==> src/rtl/eoi_pkg.sv <==
package eoi_pkg;
    typedef enum logic {
        SCAN_IDLE = 1'b0,
        SCAN_RUN  = 1'b1
    } scan_st_e;
endpackage

==> src/rtl/eoi_scan_ctrl.sv <==
module eoi_scan_ctrl
    import eoi_pkg::*;
#(
    parameter int NPINS = 8,
    parameter int VEC_W = 8,
    localparam int IW = (NPINS > 1) ? $clog2(NPINS) : 1
) (
    input  logic             clk,
    input  logic             rst_n,
    input  logic             eoi_valid_i,
    input  logic [VEC_W-1:0] eoi_vector_i,
    input  logic             eoi_level_i,
    input  logic             eoi_directed_i,
    output logic             busy_o,
    output logic [IW-1:0]    idx_o,
    output logic [VEC_W-1:0] vec_o,
    output logic             lvl_clr_o
);
    localparam logic [IW-1:0] LAST = IW'(NPINS - 1);

    typedef struct packed {
        scan_st_e         st;
        logic [IW-1:0]    idx;
        logic [VEC_W-1:0] vec;
        logic             lvl_clr;
    } scan_t;

    scan_t s_d, s_q;

    always_comb begin
        s_d = s_q;
        case (s_q.st)
            SCAN_IDLE: begin
                if (eoi_valid_i) begin
                    s_d.st      = SCAN_RUN;
                    s_d.idx     = '0;
                    s_d.vec     = eoi_vector_i;
                    s_d.lvl_clr = eoi_level_i && !eoi_directed_i;
                end
            end
            default: begin
                if (s_q.idx == LAST) begin
                    s_d.st = SCAN_IDLE;
                end else begin
                    s_d.idx = s_q.idx + IW'(1);
                end
            end
        endcase
    end

    always_ff @(posedge clk) begin
        if (!rst_n) begin
            s_q <= '{st: SCAN_IDLE, idx: '0, vec: '0, lvl_clr: 1'b0};
        end else begin
            s_q <= s_d;
        end
    end

    assign busy_o    = (s_q.st == SCAN_RUN);
    assign idx_o     = s_q.idx;
    assign vec_o     = s_q.vec;
    assign lvl_clr_o = s_q.lvl_clr;

    // the scan advances one pin per cycle
    p_scan_step_r8: assert property (@(posedge clk) disable iff (!rst_n)
        (busy_o && idx_o != LAST) |=> (busy_o && idx_o == $past(idx_o) + IW'(1)));

    // the scan ends right after the last pin
    p_scan_end_r8: assert property (@(posedge clk) disable iff (!rst_n)
        (busy_o && idx_o == LAST) |=> !busy_o);

    // a newly started scan begins at pin 0
    p_scan_start_r8: assert property (@(posedge clk) disable iff (!rst_n)
        $rose(busy_o) |-> (idx_o == '0));
endmodule

==> src/rtl/eoi_storm_cnt.sv <==
module eoi_storm_cnt #(
    parameter int NPINS       = 8,
    parameter int STORM_LIMIT = 10000,
    localparam int IW = (NPINS > 1) ? $clog2(NPINS) : 1,
    localparam int CW = $clog2(STORM_LIMIT + 1)
) (
    input  logic          clk,
    input  logic          rst_n,
    input  logic          upd_i,
    input  logic          ready_i,
    input  logic [IW-1:0] idx_i,
    output logic          storm_o,
    output logic          redo_o
);
    typedef struct packed {
        logic [NPINS-1:0][CW-1:0] cnt;
    } cnt_t;

    cnt_t c_d, c_q;
    logic [CW-1:0] nxt;

    always_comb begin
        c_d     = c_q;
        nxt     = c_q.cnt[idx_i] + CW'(1);
        storm_o = upd_i && ready_i && (nxt == CW'(STORM_LIMIT));
        redo_o  = upd_i && ready_i && !storm_o;
        if (upd_i) begin
            c_d.cnt[idx_i] = redo_o ? nxt : '0;
        end
    end

    always_ff @(posedge clk) begin
        if (!rst_n) begin
            c_q <= '0;
        end else begin
            c_q <= c_d;
        end
    end

    // a storm and an immediate re-service never coincide
    p_storm_excl_r5: assert property (@(posedge clk) disable iff (!rst_n)
        !(storm_o && redo_o));

    for (genvar g = 0; g < NPINS; g++) begin : g_pin_chk
        // the count never rests at the limit
        p_cnt_below_limit_r5: assert property (@(posedge clk) disable iff (!rst_n)
            c_q.cnt[g] < CW'(STORM_LIMIT));
        // an update without a ready pin clears its count
        p_cnt_clear_r4: assert property (@(posedge clk) disable iff (!rst_n)
            (upd_i && !ready_i && idx_i == IW'(g)) |=> (c_q.cnt[g] == '0));
    end
endmodule

==> src/rtl/eoi_defer_timer.sv <==
module eoi_defer_timer #(
    parameter int DEFER_CYCLES = 500000,
    localparam int TW = (DEFER_CYCLES > 1) ? $clog2(DEFER_CYCLES) : 1
) (
    input  logic clk,
    input  logic rst_n,
    input  logic arm_i,
    output logic fire_o
);
    typedef struct packed {
        logic          pend;
        logic [TW-1:0] tmr;
    } tmr_t;

    tmr_t t_d, t_q;

    always_comb begin
        t_d    = t_q;
        fire_o = t_q.pend && (t_q.tmr == '0);
        if (arm_i && (!t_q.pend || fire_o)) begin
            t_d.pend = 1'b1;
            t_d.tmr  = TW'(DEFER_CYCLES - 1);
        end else if (fire_o) begin
            t_d.pend = 1'b0;
        end else if (t_q.pend) begin
            t_d.tmr = t_q.tmr - TW'(1);
        end
    end

    always_ff @(posedge clk) begin
        if (!rst_n) begin
            t_q <= '0;
        end else begin
            t_q <= t_d;
        end
    end

    // a pending count runs down undisturbed by further arming
    p_no_restart_r7: assert property (@(posedge clk) disable iff (!rst_n)
        (t_q.pend && t_q.tmr != '0) |=> (t_q.pend && t_q.tmr == $past(t_q.tmr) - TW'(1)));

    // the sweep is a single-cycle event unless re-armed
    p_fire_once_r6: assert property (@(posedge clk) disable iff (!rst_n)
        (fire_o && !arm_i) |=> !t_q.pend);
endmodule

==> src/rtl/eoi_storm_throttle.sv <==
module eoi_storm_throttle #(
    parameter int NPINS        = 8,
    parameter int VEC_W        = 8,
    parameter int STORM_LIMIT  = 10000,
    parameter int DEFER_CYCLES = 500000
) (
    input  logic                   clk,
    input  logic                   rst_n,
    input  logic                   eoi_valid_i,
    input  logic [VEC_W-1:0]       eoi_vector_i,
    input  logic                   eoi_level_i,
    input  logic                   eoi_directed_i,
    input  logic [NPINS*VEC_W-1:0] cfg_vector_i,
    input  logic [NPINS-1:0]       cfg_level_i,
    input  logic [NPINS-1:0]       cfg_mask_i,
    input  logic [NPINS-1:0]       irr_i,
    input  logic [NPINS-1:0]       rirr_i,
    output logic                   busy_o,
    output logic [NPINS-1:0]       ack_o,
    output logic [NPINS-1:0]       rirr_clr_o,
    output logic [NPINS-1:0]       svc_req_o
);
    localparam int IW = (NPINS > 1) ? $clog2(NPINS) : 1;

    logic [VEC_W-1:0] ent_vec [NPINS];
    logic [IW-1:0]    cur_idx;
    logic [VEC_W-1:0] cur_vec;
    logic             lvl_clr;
    logic             hit;
    logic             upd;
    logic             ready;
    logic             storm;
    logic             redo;
    logic             fire;
    logic [NPINS-1:0] sel;

    for (genvar g = 0; g < NPINS; g++) begin : g_vec
        assign ent_vec[g] = cfg_vector_i[g*VEC_W +: VEC_W];
    end

    eoi_scan_ctrl #(.NPINS(NPINS), .VEC_W(VEC_W)) u_scan (
        .clk           (clk),
        .rst_n         (rst_n),
        .eoi_valid_i   (eoi_valid_i),
        .eoi_vector_i  (eoi_vector_i),
        .eoi_level_i   (eoi_level_i),
        .eoi_directed_i(eoi_directed_i),
        .busy_o        (busy_o),
        .idx_o         (cur_idx),
        .vec_o         (cur_vec),
        .lvl_clr_o     (lvl_clr)
    );

    always_comb begin
        sel   = NPINS'(1) << cur_idx;
        hit   = busy_o && (ent_vec[cur_idx] == cur_vec);
        upd   = hit && lvl_clr;
        ready = !cfg_mask_i[cur_idx] && irr_i[cur_idx];
    end

    eoi_storm_cnt #(.NPINS(NPINS), .STORM_LIMIT(STORM_LIMIT)) u_cnt (
        .clk    (clk),
        .rst_n  (rst_n),
        .upd_i  (upd),
        .ready_i(ready),
        .idx_i  (cur_idx),
        .storm_o(storm),
        .redo_o (redo)
    );

    eoi_defer_timer #(.DEFER_CYCLES(DEFER_CYCLES)) u_tmr (
        .clk   (clk),
        .rst_n (rst_n),
        .arm_i (storm),
        .fire_o(fire)
    );

    always_comb begin
        ack_o      = hit ? sel : '0;
        rirr_clr_o = upd ? sel : '0;
        svc_req_o  = (redo ? sel : '0)
                   | (fire ? (cfg_level_i & irr_i & ~rirr_i) : '0);
    end

    // at most one pin is acknowledged per cycle
    p_ack_onehot_r1: assert property (@(posedge clk) disable iff (!rst_n)
        $onehot0(ack_o));

    // a remote-IRR clear only accompanies an acknowledge
    p_clr_with_ack_r3: assert property (@(posedge clk) disable iff (!rst_n)
        ((rirr_clr_o & ~ack_o) == '0));

    // no scan pulses while idle
    p_idle_quiet_r8: assert property (@(posedge clk) disable iff (!rst_n)
        !busy_o |-> (ack_o == '0 && rirr_clr_o == '0));
endmodule

==> config.mk <==
export PLATFORM = sky130hd
export DESIGN_NAME = eoi_storm_throttle
export DESIGN_NICKNAME = d
export VERILOG_FILES = /design/src/rtl/eoi_pkg.sv /design/src/rtl/eoi_scan_ctrl.sv /design/src/rtl/eoi_storm_cnt.sv /design/src/rtl/eoi_defer_timer.sv /design/src/rtl/eoi_storm_throttle.sv
export SDC_FILE = /design/constraint.sdc
export NUM_CORES = 1
export LEC_CHECK = 0
export BUFFER_PORTS_ARGS = -buffer_cell sky130_fd_sc_hd__buf_2
export CORE_AREA = 3 3 123 125
export CTS_CLUSTER_DIAMETER = 200
export CTS_CLUSTER_SIZE = 25
export DETAILED_ROUTE_END_ITERATION = 12
export DIE_AREA = 0 0 126 128
export GPL_TIMING_DRIVEN = 1
export PLACE_DENSITY = 0.82
export SETUP_SLACK_MARGIN = 0.5
export SLEW_MARGIN = 15
export SYNTH_ARGS = -nofsm -noshare
export SYNTH_HDL_FRONTEND = slang
export SYNTH_SLANG_ARGS = --single-unit
==> constraint.sdc <==
create_clock -name clk -period 6.8 [get_ports clk]
set_input_delay 1.02 -clock clk [delete_from_list [all_inputs] [get_ports clk]]
set_output_delay 1.02 -clock clk [all_outputs]
set_load 0.02 [all_outputs]
# Yosys cells after proc, flatten, opt, wreduce, memory -nomap -nowiden
# Cells that the tools add are included.
totals:
  register_bits: 145
  output_inout_bits: 25
op_classes:
  add_sub_neg: 3
  magnitude_cmp: 3
  n_eq_ne: 5
  shifts: 1
  n_mux: 25
  n_bitwise: 8
  n_reduce_logical: 24
ops:
  columns: ["operator", "count"]
  rows:
  - ["$bwmux 112", 1]
  - ["$mux 8", 6]
  - ["$bmux 14 s3", 1]
  - ["$demux 14 s3", 1]
  - ["$mux 14", 3]
  - ["$mux 19", 2]
  - ["$bmux 8 s3", 1]
  - ["$mux 20", 1]
  - ["$logic_not 19->1", 1]
  - ["$sub 19x1->19 const B", 1]
  - ["$and 8x8->8", 2]
  - ["$add 14x1->14 const B", 1]
  - ["$eq 14x14->1 const B", 1]
  - ["$mux 13", 1]
  - ["$logic_and 1x1->1", 10]
  - ["$eq 8x8->1", 1]
  - ["$not 8->8", 1]
  - ["$or 8x8->8", 1]
  - ["$reduce_and 2->1", 4]
  - ["$shl 1x3->8 const A", 1]
  - ["$bmux 1 s3", 2]
  - ["$reduce_bool 2->1", 3]
  - ["$ge 4x4->1 const B", 1]
  - ["$logic_not 1->1", 4]
  - ["other kinds (13)", 18]

# Logic depth before layout (Yosys ltp)
# Gate-level depths: netlist of run 1.
logic_depth:
  word_depth: 13
  ltp_mapped: 15
  mapped_depth_nobuf: 11

# Modules after synthesis
# From an unflattened synthesis of run 1, not the netlist that was laid out.
hier_totals:
  cells_unflattened: 851
  area_unflattened_um2: 8174.1
modules_own_cells:
  columns: ["module", "instances", "cells_per_inst", "area_per_inst_um2", "seq_area_each_um2"]
  rows:
  - ["eoi_storm_cnt", 1, 482, 5158.7, 2242.2]
  - ["eoi_defer_timer", 1, 156, 1296.2, 400.4]
  - ["eoi_storm_throttle", 1, 154, 1204.9, 0.0]
  - ["eoi_scan_ctrl", 1, 59, 514.2, 260.2]

# Least setup slack after synthesis of run 1
# Ideal clock, no wire load.
synth_path:
  path_kind: "input to output"
  from: "input cfg_vector_i[24]"
  to: "output svc_req_o[2]"
  arrival_time_ns: 3.578
  t_required_ns: 5.780
  slack_ns: 2.202
  stages: 10
  path_buffers: 2
  path_cell_list: "mux4_2 mux2i_1 xor2_1 o221ai_1 or4_4 buf_4 nor3_2 buf_2 o311ai_2 o22ai_1"
synth_via:
  elab_chain_cells: 12
synth_lines:
  columns: ["item", "line_no", "source"]
  rows:
  - ["start, declared", "eoi_storm_throttle.sv:13", "input logic [NPINS*VEC_W-1:0] cfg_vector_i,"]
  - ["$bmux 8 s3 *", "eoi_storm_throttle.sv:56", "hit = busy_o && (ent_vec[cur_idx] == cur_vec);"]
  - ["$mux 8 (not written as such) * (2 in a row)", "eoi_storm_throttle.sv:56", null]
  - ["$eq 8x8->1 *", "eoi_storm_throttle.sv:56", null]
  - ["$logic_and 1x1->1 *", "eoi_storm_throttle.sv:56", null]
  - ["$logic_and 1x1->1 *", "eoi_storm_throttle.sv:57", "upd = hit && lvl_clr;"]
  - ["$logic_and 1x1->1 *", "eoi_storm_cnt.sv:25, eoi_storm_cnt.sv:26", null]
  - ["$logic_and 1x1->1", "eoi_storm_cnt.sv:25", "storm_o = upd_i && ready_i && (nxt == CW'(STORM_LIMIT));"]
  - ["$logic_not 1->1", "eoi_storm_cnt.sv:26", "redo_o = upd_i && ready_i && !storm_o;"]
  - ["$logic_and 1x1->1 *", "eoi_storm_cnt.sv:26", null]
  - ["$mux 8 *", "eoi_storm_throttle.sv:81", "svc_req_o = (redo ? sel : '0)"]
  - ["$or 8x8->8 *", "eoi_storm_throttle.sv:82", "| (fire ? (cfg_level_i & irr_i & ~rirr_i) : '0);"]
  - ["end, declared", "eoi_storm_throttle.sv:21", "output logic [NPINS-1:0] svc_req_o"]
# Mark *: on every way between the ends. The rest lies on a longest branch, timed or not. The select of a mux whose other input is x is not followed.

# Final worst setup path of run 1
layout_path:
  from: "register u_scan.s_q (netlist bit u_scan.idx_o[1])"
  to: "output svc_req_o[7]"
layout_via:
  elab_chain_cells: 13
  elab_cells_between_ends: 24
layout_lines:
  columns: ["item", "line_no", "source"]
  rows:
  - ["start, declared", "eoi_scan_ctrl.sv:28", "scan_t s_d, s_q;"]
  - ["start signal, assigned", "eoi_scan_ctrl.sv:53", "s_q <= '{st: SCAN_IDLE, idx: '0, vec: '0, lvl_clr: 1'b0};"]
  - ["branches (longest 11 deep; another with $add 14x1->14)", null, null]
  - ["$mux 8 *", "eoi_storm_throttle.sv:81", null]
  - ["$or 8x8->8 *", "eoi_storm_throttle.sv:82", null]
# Every way passes the cells marked *. The select of a mux whose other input is x is not followed.

==> impl_metrics.ini, run 1 <==
[die]
row_count = 43
die_x_um = 126
die_h_um = 128
core_sq_um = 14000
initial_utilization = 0.598
die_area_sq_um = 16100
io_pins = 134

[layout]
final_area_sq_um = 9640
num-nets-final = 1180
num_antenna_cells = 0
drive_gt1_frac = 0.230
fillers = 1153
layout.cells.non_filler = 1256
area.growth.synth_to_final_pct = 15.2

[cts]
cts_resized = 0
cts.sinks = 145
clkLatencyLatePin_ps = 430
clkTransAtPathRegs_ps = 60
cts_buffers = 17
cts_tree = yes
cts_buffer_depth = 2
htree_levels = 4
clk_root_buffer_cell = clkbuf_16
cts_hold_buf = 0
postCtsSetupBuffers = 0

[yosys]
netlist_area_sq_um = 8370
ys_ff_latch = 145
synthTopCellsByArea = dfxtp_1 (35%), nand2_1 (6.1%), mux2i_1 (5.9%), nand3_1 (5.4%), o32ai_1 (3.2%)
synth_top_family_by_area = simple AND/OR/NAND/NOR gates
yosys-top-cells-count = dfxtp_1 (145), nand2_1 (137), nand3_1 (90)
yosys.area_share.simple = 0.238
syn_nets = 1091
async_flop_share = 0
synth_warnings = 0
synth_top_area_share = 0.347
synthMuxAreaShare = 0.111
synth-compound-area-share = 0.212
synth.largest_area_cell = dfxtp_1
avgSynthCellArea_sq_um = 8.59
yosysMostFrequentCell = dfxtp_1
synthCells = 974
synth-edff-count = 0
seq_area_frac_synth = 0.347
synth_xor_area_frac = 0.0220
yosysUniqueCellTypes = 83
synth-adder-area-share = 0.0120
synth_ff_type = dfxtp_1

[placed_design]
post-dp-hpwl_um = 17700
numPlacedInstances = 1224
io_buffer_count = 133
dpl_cell_area_sq_um = 8980
gp_congestion = 0.947

[critical_path]
crit_type = reg -> out
reg2reg_setup_slack_ps = 1750
r2r_start = u_scan.idx_o[1]$_SDFFE_PN0P_
critical_path.startpoint_type = register
r2r-end = u_tmr.t_q[4]$_SDFFE_PN0P_
cp_cell_sequence = and2_1 -> a221oi_1 -> o21a_1 -> inv_1 -> ha_1 -> nand4_1 -> nor3_1 -> nand4_2 -> o311ai_2 -> o32ai_1 -> buf_2
cp_max_fo = 38
cp-endpoint = svc_req_o[7]
arrival_ps = 5030
crit_slowest_cell = dfxtp_2
crit_start = u_scan.idx_o[1]$_SDFFE_PN0P_
critPathMaxStageDelay_ps = 860
crit_path_end_kind = output port
reg2regPathDepth = 9
crit_required_ps = 5780

[sta]
min_period_ps = 6050
rsz0062_at_grt = false
max_freq_ghz = 0.165
finalClockSkew_ps = 7.27
slew_violations = 0
tns_ps = 0
hold_viol_final = 0
worst_pin_slew_ps = 1080
period_share = 0.890
finalSetupViolCount = 0
slew_headroom = 0.277

[detailed_routing]
vias = 8277
ant_nets = 0
viasPerCell = 6.59
drc = 0
wire_per_inst_um = 20.7
dr.pass1.iters = 6
wl_um = 26000
drt-initial-drc-count = 988

[flow_run]
cap_violations = 0

[power_and_ir_drop]
p_per_area_nw_per_um2 = 214
ir_worst_vdd_v = 0.000172
leakagePower_nw = 3.44

[global_routing]
gr-total-overflow = 0
grt_start_max_net_pins = 67
grt_pass1_vias = 8080
grtUsageTotal = 0.318
grt_antenna_before_repair = 0
grt_pass1_wl_um = 41400

[hold_path]
worstHoldStart = u_cnt.c_q[7]$_SDFFE_PN0P_
min_path_type = reg -> reg

[run_status]
status = completed
## registers in the layout (all words and copies together), names as in the netlist
signal,flops
u_cnt.c_q,112
u_tmr.t_q,20
u_scan.vec_o,8
u_scan.idx_o,3
u_scan.busy_o,1
u_scan.lvl_clr_o,1
## worst max-delay path: cells and delay by family, from the launching register on
kind                     cells  cell delay [ps]
AND/OR/NAND/NOR              4             1710
adder cells (fa/ha/maj)      1              230
flip-flops                   1              860
buffers and inverters        2              340
AO/OA/AOI/OAI                4             1440
## per-layer routing
| metal | routed length (um) | vias up | global-route usage |
|---|---|---|---|
| li1 | - | 3835 | - |
| met1 | 10400 | 3873 | 0.401 |
| met2 | 12200 | 474 | 0.514 |
| met3 | 2160 | 95 | 0.0592 |
| met4 | 1140 | 0 | 0.179 |
| met5 | 0 | - | 0 |
## kinds of logic after synthesis
family                     count (synthesis)
and+or+nand+nor                          387
AOI/OAI and AO/OA                        240
DFF                                      145
buffers and inverters                     95
muxes                                     78
xor gates and xnor gates                  21
adders and majority gates                  8
## area by class of cell
type / instances / area, sq um / area share
clock buffer: 24 / 513 / 0.0532
multi-input combinational: 734 / 5000 / 0.518
sequential: 145 / 2910 / 0.302
clock inverter: 8 / 146 / 0.0152
tap: 180 / 225 / 0.0234
inverter: 15 / 56.3 / 0.00584
timing repair buffer: 150 / 796 / 0.0825
## worst min path at each step
stage	to	depth (start not counted)
after global routing	u_cnt.c_q[3]$_SDFFE_PN0P_	2
after detailed placement	u_cnt.c_q[7]$_SDFFE_PN0P_	2
after global placement	u_cnt.c_q[29]$_SDFFE_PN0P_	2
after CTS	u_cnt.c_q[7]$_SDFFE_PN0P_	2
after floorplan	u_cnt.c_q[29]$_SDFFE_PN0P_	2
final	u_cnt.c_q[7]$_SDFFE_PN0P_	2
## cells in the final DEF, fill, tap and decap left out, types with 4 or more instances in the layout
cell       instances
dfxtp_1          143
nand2_1          137
buf_2            132
nand3_1           90
mux2i_1           49
o21ai_0           49
nor2_1            44
o32ai_1           31
a21oi_1           28
nor3_1            19
a22oi_1           19
clkbuf_16         18
buf_4             18
mux2_2            17
o31ai_1           15
inv_1             13
nand4_1           12
a221oi_1          11
xor2_1            11
mux4_2            10
nand3b_1          10
xnor2_1           10
o21ai_1           10
o22ai_1            9
nor2b_1            8
a311oi_1           8
ha_1               8
or4_1              7
a31oi_1            7
nor3_2             7
or3_1              6
o2bb2ai_1          5
and3_1             5
a221o_1            5
nor4_1             5
a22o_1             5
and2_1             4
nor4_2             4
bufinv_16          4
clkbuf_8           4
## power breakdown
group          internal, W  leakage (nW)  switching, W
clock network     0.000675         0.322      0.000361
registers         0.000854          1.17     0.0000149
logic            0.0000664          1.95     0.0000966
## stage by stage
| step | utilization | hold WS [ps] | worst slack (ps) | total power (W) |
|---|---|---|---|---|
| finish | 0.689 | 451 | 750 | 0.00207 |
| global route | 0.689 | 470 | 567 | 0.00213 |
| CTS | 0.689 | 449 | 943 | 0.00207 |
| detailed placement | 0.642 | 441 | 1440 | 0.00105 |
| global placement | 0.642 | 433 | 1530 | 0.00105 |
| floorplan | - | 420 | 2200 | 0.000990 |
(Power assumes the default switching activity.)
==> run 2: changes to the inputs <==
--- a/config.mk
+++ b/config.mk
@@ -13,6 +13,7 @@
 export DIE_AREA = 0 0 126 128
 export GPL_TIMING_DRIVEN = 1
 export PLACE_DENSITY = 0.82
+export REMOVE_ABC_BUFFERS = 1
 export SETUP_SLACK_MARGIN = 0.5
 export SLEW_MARGIN = 15
 export SYNTH_ARGS = -nofsm -noshare
==> impl_metrics.ini, run 2 (synthesized netlist as in run 1, its figures left out) <==
[run_status]
status = completed

[critical_path]
crit_slowest_cell = dfxtp_2
cp_cell_sequence = buf_4 -> buf_4 -> nor2b_1 -> a2111oi_2 -> nor4_2 -> and3_1 -> a31oi_1 -> o311ai_4 -> o32ai_1 -> buf_2
cp_max_fo = 35
crit_type = reg -> out
critPathMaxStageDelay_ps = 850
arrival_ps = 4920
crit_top_cell = buf_4
crit_path_end_kind = output port
crit_required_ps = 5780
critical_path.startpoint_type = register

[cts]
cts_tree = yes
clkTransAtPathRegs_ps = 60
clkLatencyLatePin_ps = 430
cts_buffer_depth = 2
cts.sinks = 145
clk_root_buffer_cell = clkbuf_16
postCtsSetupBuffers = 0
cts_buffers = 17
htree_levels = 4

[power_and_ir_drop]
p_per_area_nw_per_um2 = 199
ir_worst_vdd_v = 0.000142
total_power_w = 0.00189
leakagePower_nw = 3.38

[sta]
worst_pin_slew_ps = 1140
period_share = 0.874
hold_viol_final = 0
min_period_ps = 5940
max_freq_ghz = 0.168
rsz0062_at_grt = false
finalClockSkew_ps = 8.23
tns_ps = 0
slew_headroom = 0.233
slew_violations = 0
finalSetupViolCount = 0

[detailed_routing]
drc = 0
wl_um = 26600
viasPerCell = 6.60
drt-initial-drc-count = 813
dr.pass1.iters = 6
wire_per_inst_um = 21.2
vias = 8264
ant_nets = 0

[layout]
seq_area_sq_um = 2910
largest_register_ffs = 112
layout_common_cells = dfxtp_1 (143), nand2_1 (137), buf_2 (132)
layout_commonest_cell = dfxtp_1
num-nets-final = 1178
largest-register = u_cnt.c_q
layout.cells.non_filler = 1252
area.growth.synth_to_final_pct = 13.6
multi_input_area_sq_um = 5000
post-route-util = 0.680
fillers = 1173
drive_gt1_frac = 0.228
num_antenna_cells = 0

[hold_path]
min_path_type = reg -> reg

[placed_design]
numPlacedInstances = 1222
io_buffer_count = 133
gp_congestion = 1.02
post-dp-hpwl_um = 18400

[global_routing]
grtUsageTotal = 0.319
grt_antenna_before_repair = 1
gr-total-overflow = 0
grt_pass1_wl_um = 40700
grt_pass1_vias = 7745
grt_start_max_net_pins = 73

[die]
initial_utilization = 0.598
die_h_um = 128
die_area_sq_um = 16100
row_count = 43
core_sq_um = 14000
die_x_um = 126
io_pins = 134

[flow_run]
cap_violations = 0
run 2: cell types whose count changed in the layout (fill, tap and decap cells not counted), sizes merged:
cell	change
buf	-2
bufinv	-3
clkbuf	-5
clkinv	+5
clkinvlp	+1
run 2: layout make-up:
| type | count | share of cell area |
|---|---|---|
| clock inverter | 11 | 0.00974 |
| tap | 180 | 0.0237 |
| multi-input combinational | 734 | 0.526 |
| timing repair buffer | 148 | 0.0821 |
| clock buffer | 19 | 0.0466 |
| inverter | 15 | 0.00592 |
| sequential | 145 | 0.306 |
run 2: report_power, final:
part           total [W]  internal [W]  switching (W)
clock network   0.000855      0.000504       0.000351
registers       0.000873      0.000854      0.0000186
logic           0.000160     0.0000654      0.0000949
total            0.00189       0.00142       0.000464
run 2: worst paths after layout:
check | from | endpoint | slack [ps] | depth (start not counted)
setup reg to reg | u_scan.idx_o[1]$_SDFFE_PN0P_ | u_cnt.c_q[56]$_SDFFE_PN0P_ | 2200 | 9
hold / removal | u_cnt.c_q[3]$_SDFFE_PN0P_ | u_cnt.c_q[3]$_SDFFE_PN0P_ | 460 | 2
hold reg to reg | u_cnt.c_q[3]$_SDFFE_PN0P_ | u_cnt.c_q[3]$_SDFFE_PN0P_ | 460 | 2
setup / recovery | u_scan.idx_o[1]$_SDFFE_PN0P_ | svc_req_o[1] | 860 | 10
run 2: critical path, delay by kind of cell (launching register included):
kind | cells | cell delay [ps]
AO/OA/AOI/OAI | 4 | 2080
buffers and inverters | 3 | 950
flip-flops | 1 | 850
AND/OR/NAND/NOR | 3 | 570
run 2: metrics by stage:
| stage | hold slack [ps] | area (sq um) | setup slack [ps] |
|---|---|---|---|
| 2_1_floorplan | 420 | 7940 | 772 |
| 3_3_place_gp | 429 | 8960 | 1410 |
| 3_5_place_dp | 443 | 8960 | 1300 |
| 4_1_cts | 455 | 9500 | 845 |
| 5_1_grt | 473 | 9510 | 720 |
| 6_report | 455 | 9510 | 858 |
run 2: what timing repair did:
item / in CTS / in global routing
endpoints found under the setup margin: 0 / 6
resized for setup: 0 / 1
hold buffers: 0 / 0
run 2: routing by layer:
layer	vias to the layer above	track usage	part of all wire
met5	-	0	0.00045
met4	2	0.194	0.055
met3	111	0.0988	0.10
met2	479	0.519	0.47
met1	3835	0.368	0.37
li1	3837	-	-
==> run 3: changes to the inputs <==
==> constraint.sdc (replaced) <==
create_clock -name clk -period 6.8 [get_ports clk]
set_input_delay 0 -clock clk [delete_from_list [all_inputs] [get_ports clk]]
set_output_delay 0 -clock clk [all_outputs]
set_load 0.02 [all_outputs]
==> impl_metrics.ini, run 3 (synthesized netlist as in run 1, its figures left out) <==
[run_status]
status = completed

[detailed_routing]
wl_um = 27000
ant_nets = 0
vias = 8466
dr.pass1.iters = 7
drc = 0
viasPerCell = 6.70
wire_per_inst_um = 21.4
drt-initial-drc-count = 948

[cts]
cts_buffer_depth = 2
clk_root_buffer_cell = clkbuf_16
cts_tree = yes
htree_levels = 4
postCtsSetupBuffers = 0
cts_resized = 0
cts_buffers = 17
clkTransAtPathRegs_ps = 60
cts.sinks = 145
clkLatencyLatePin_ps = 440

[critical_path]
crit_cells = 9
cp_cell_sequence = inv_1 -> a221oi_1 -> o22ai_1 -> xnor2_1 -> o211ai_1 -> nor3_2 -> o311ai_2 -> o32ai_1 -> buf_2
reg2regPathDepth = 8
cp_max_fo = 24
r2r_start = u_scan.idx_o[2]$_SDFFE_PN0P_
crit_type = reg -> out
arrival_ps = 5420
critical_path.startpoint_type = register
crit_family = compound AO/OA/AOI/OAI gates
worst-path-buf-inv = 2
cp-endpoint = svc_req_o[1]
crit_slowest_cell = dfxtp_1
crit_start = u_scan.idx_o[2]$_SDFFE_PN0P_
crit_path_end_kind = output port
reg2reg_setup_slack_ps = 1830
critPathMaxStageDelay_ps = 880
crit_required_ps = 6800
r2r-end = u_cnt.c_q[69]$_SDFFE_PN0P_

[power_and_ir_drop]
ir_worst_vdd_v = 0.000166
total_power_w = 0.00213
comb_power_share = 0.077
p_int_w = 0.00165
switching_power_w = 0.000487
clkPwrFrac = 0.515
leakagePower_nw = 3.48
p_sw_frac = 0.228
p_seq_frac = 0.409
p_per_area_nw_per_um2 = 219

[die]
io_pins = 134
die_h_um = 128
core_sq_um = 14000
initial_utilization = 0.598
row_count = 43
die_x_um = 126
die_area_sq_um = 16100

[sta]
tns_ps = 0
slew_violations = 0
max_freq_ghz = 0.184
min_period_ps = 5420
slew_headroom = 0.185
worst_pin_slew_ps = 1220
hold_viol_final = 0
finalClockSkew_ps = 7.05
period_share = 0.797
rsz0062_at_grt = false
finalSetupViolCount = 0
fin_hold_ws_ps = 112

[layout]
largest_register_ffs = 112
num_antenna_cells = 0
layout_common_cells = dfxtp_1 (143), nand2_1 (137), buf_2 (132)
fillers = 1089
largest-register = u_cnt.c_q
area.growth.synth_to_final_pct = 16.4
drive_gt1_frac = 0.226
num-nets-final = 1187
layout_commonest_cell = dfxtp_1

[global_routing]
grt_start_max_net_pins = 71
gr-total-overflow = 0
grt_pass1_wl_um = 41700
grtUsageTotal = 0.325
grt_pass1_vias = 7914
grt_antenna_before_repair = 0

[placed_design]
gp_congestion = 0.960
io_buffer_count = 133
post-dp-hpwl_um = 18300

[flow_run]
cap_violations = 0

[hold_path]
min_path_type = in -> reg
==> run 3: timing repair <==
item | 4_1_cts | 5_1_grt
hold buffers | 10 | 0
hold endpoints to repair | 9 | 0
endpoints found under the setup margin | 0 | 0
==> run 3: power by group through the flow <==
stage               Clock (W)  Combinational, W  Sequential [W]
floorplan                   0         0.0000833        0.000888
global placement            0          0.000153        0.000891
detailed placement          0          0.000154        0.000891
CTS                   0.00110          0.000159        0.000872
global route          0.00114          0.000174        0.000873
finish                0.00110          0.000164        0.000872
==> run 3: worst reg2reg max path: cells and delay by family (launching register included) <==
kind,cells,cell delay (ps)
AOI/OAI and AO/OA,4,1390
and+or+nand+nor,2,1360
DFF,1,880
buffers and inverters,1,660
xor gates and xnor gates,1,570
==> run 3: layout make-up <==
type | instances | area (sq um) | area share
multi-input combinational | 734 | 4990 | 0.512
sequential | 145 | 2910 | 0.298
timing repair buffer | 157 | 873 | 0.0896
clock buffer | 18 | 429 | 0.0440
clock inverter | 14 | 259 | 0.0266
tap | 180 | 225 | 0.0231
inverter | 15 | 56.3 | 0.00578
==> run 3: how the worst min path moves through the flow <==
stage / start / endpoint / slack (ps) / depth (start not counted)
after floorplan: rst_n / u_cnt.c_q[2]$_SDFFE_PN0P_ / 130 / 2
after CTS: eoi_valid_i / u_scan.vec_o[2]$_SDFFE_PN0P_ / 90 / 4
after global placement: eoi_vector_i[0] / u_scan.vec_o[0]$_SDFFE_PN0P_ / 240 / 3
final: rst_n / u_cnt.c_q[73]$_SDFFE_PN0P_ / 110 / 3
after detailed placement: eoi_vector_i[0] / u_scan.vec_o[0]$_SDFFE_PN0P_ / 250 / 3
after global routing: eoi_valid_i / u_scan.vec_o[3]$_SDFFE_PN0P_ / 140 / 4
==> run 3: per-stage QoR <==
step	instances	util	setup slack (ps)	instance area (sq um)
after global placement	1221	0.640	2210	8950
after detailed placement	1221	0.640	2130	8950
after global routing	1263	0.697	1080	9740
after CTS	1263	0.697	1590	9740
final	1263	0.697	1380	9740
after floorplan	894	-	1180	7940
==> run 3: per-layer routing <==
metal,GRT usage,up-vias,share of wire
met5,0,-,0
li1,-,3862,-
met3,0.0804,99,0.11
met4,0.176,0,0.050
met2,0.538,514,0.47
met1,0.391,3991,0.38
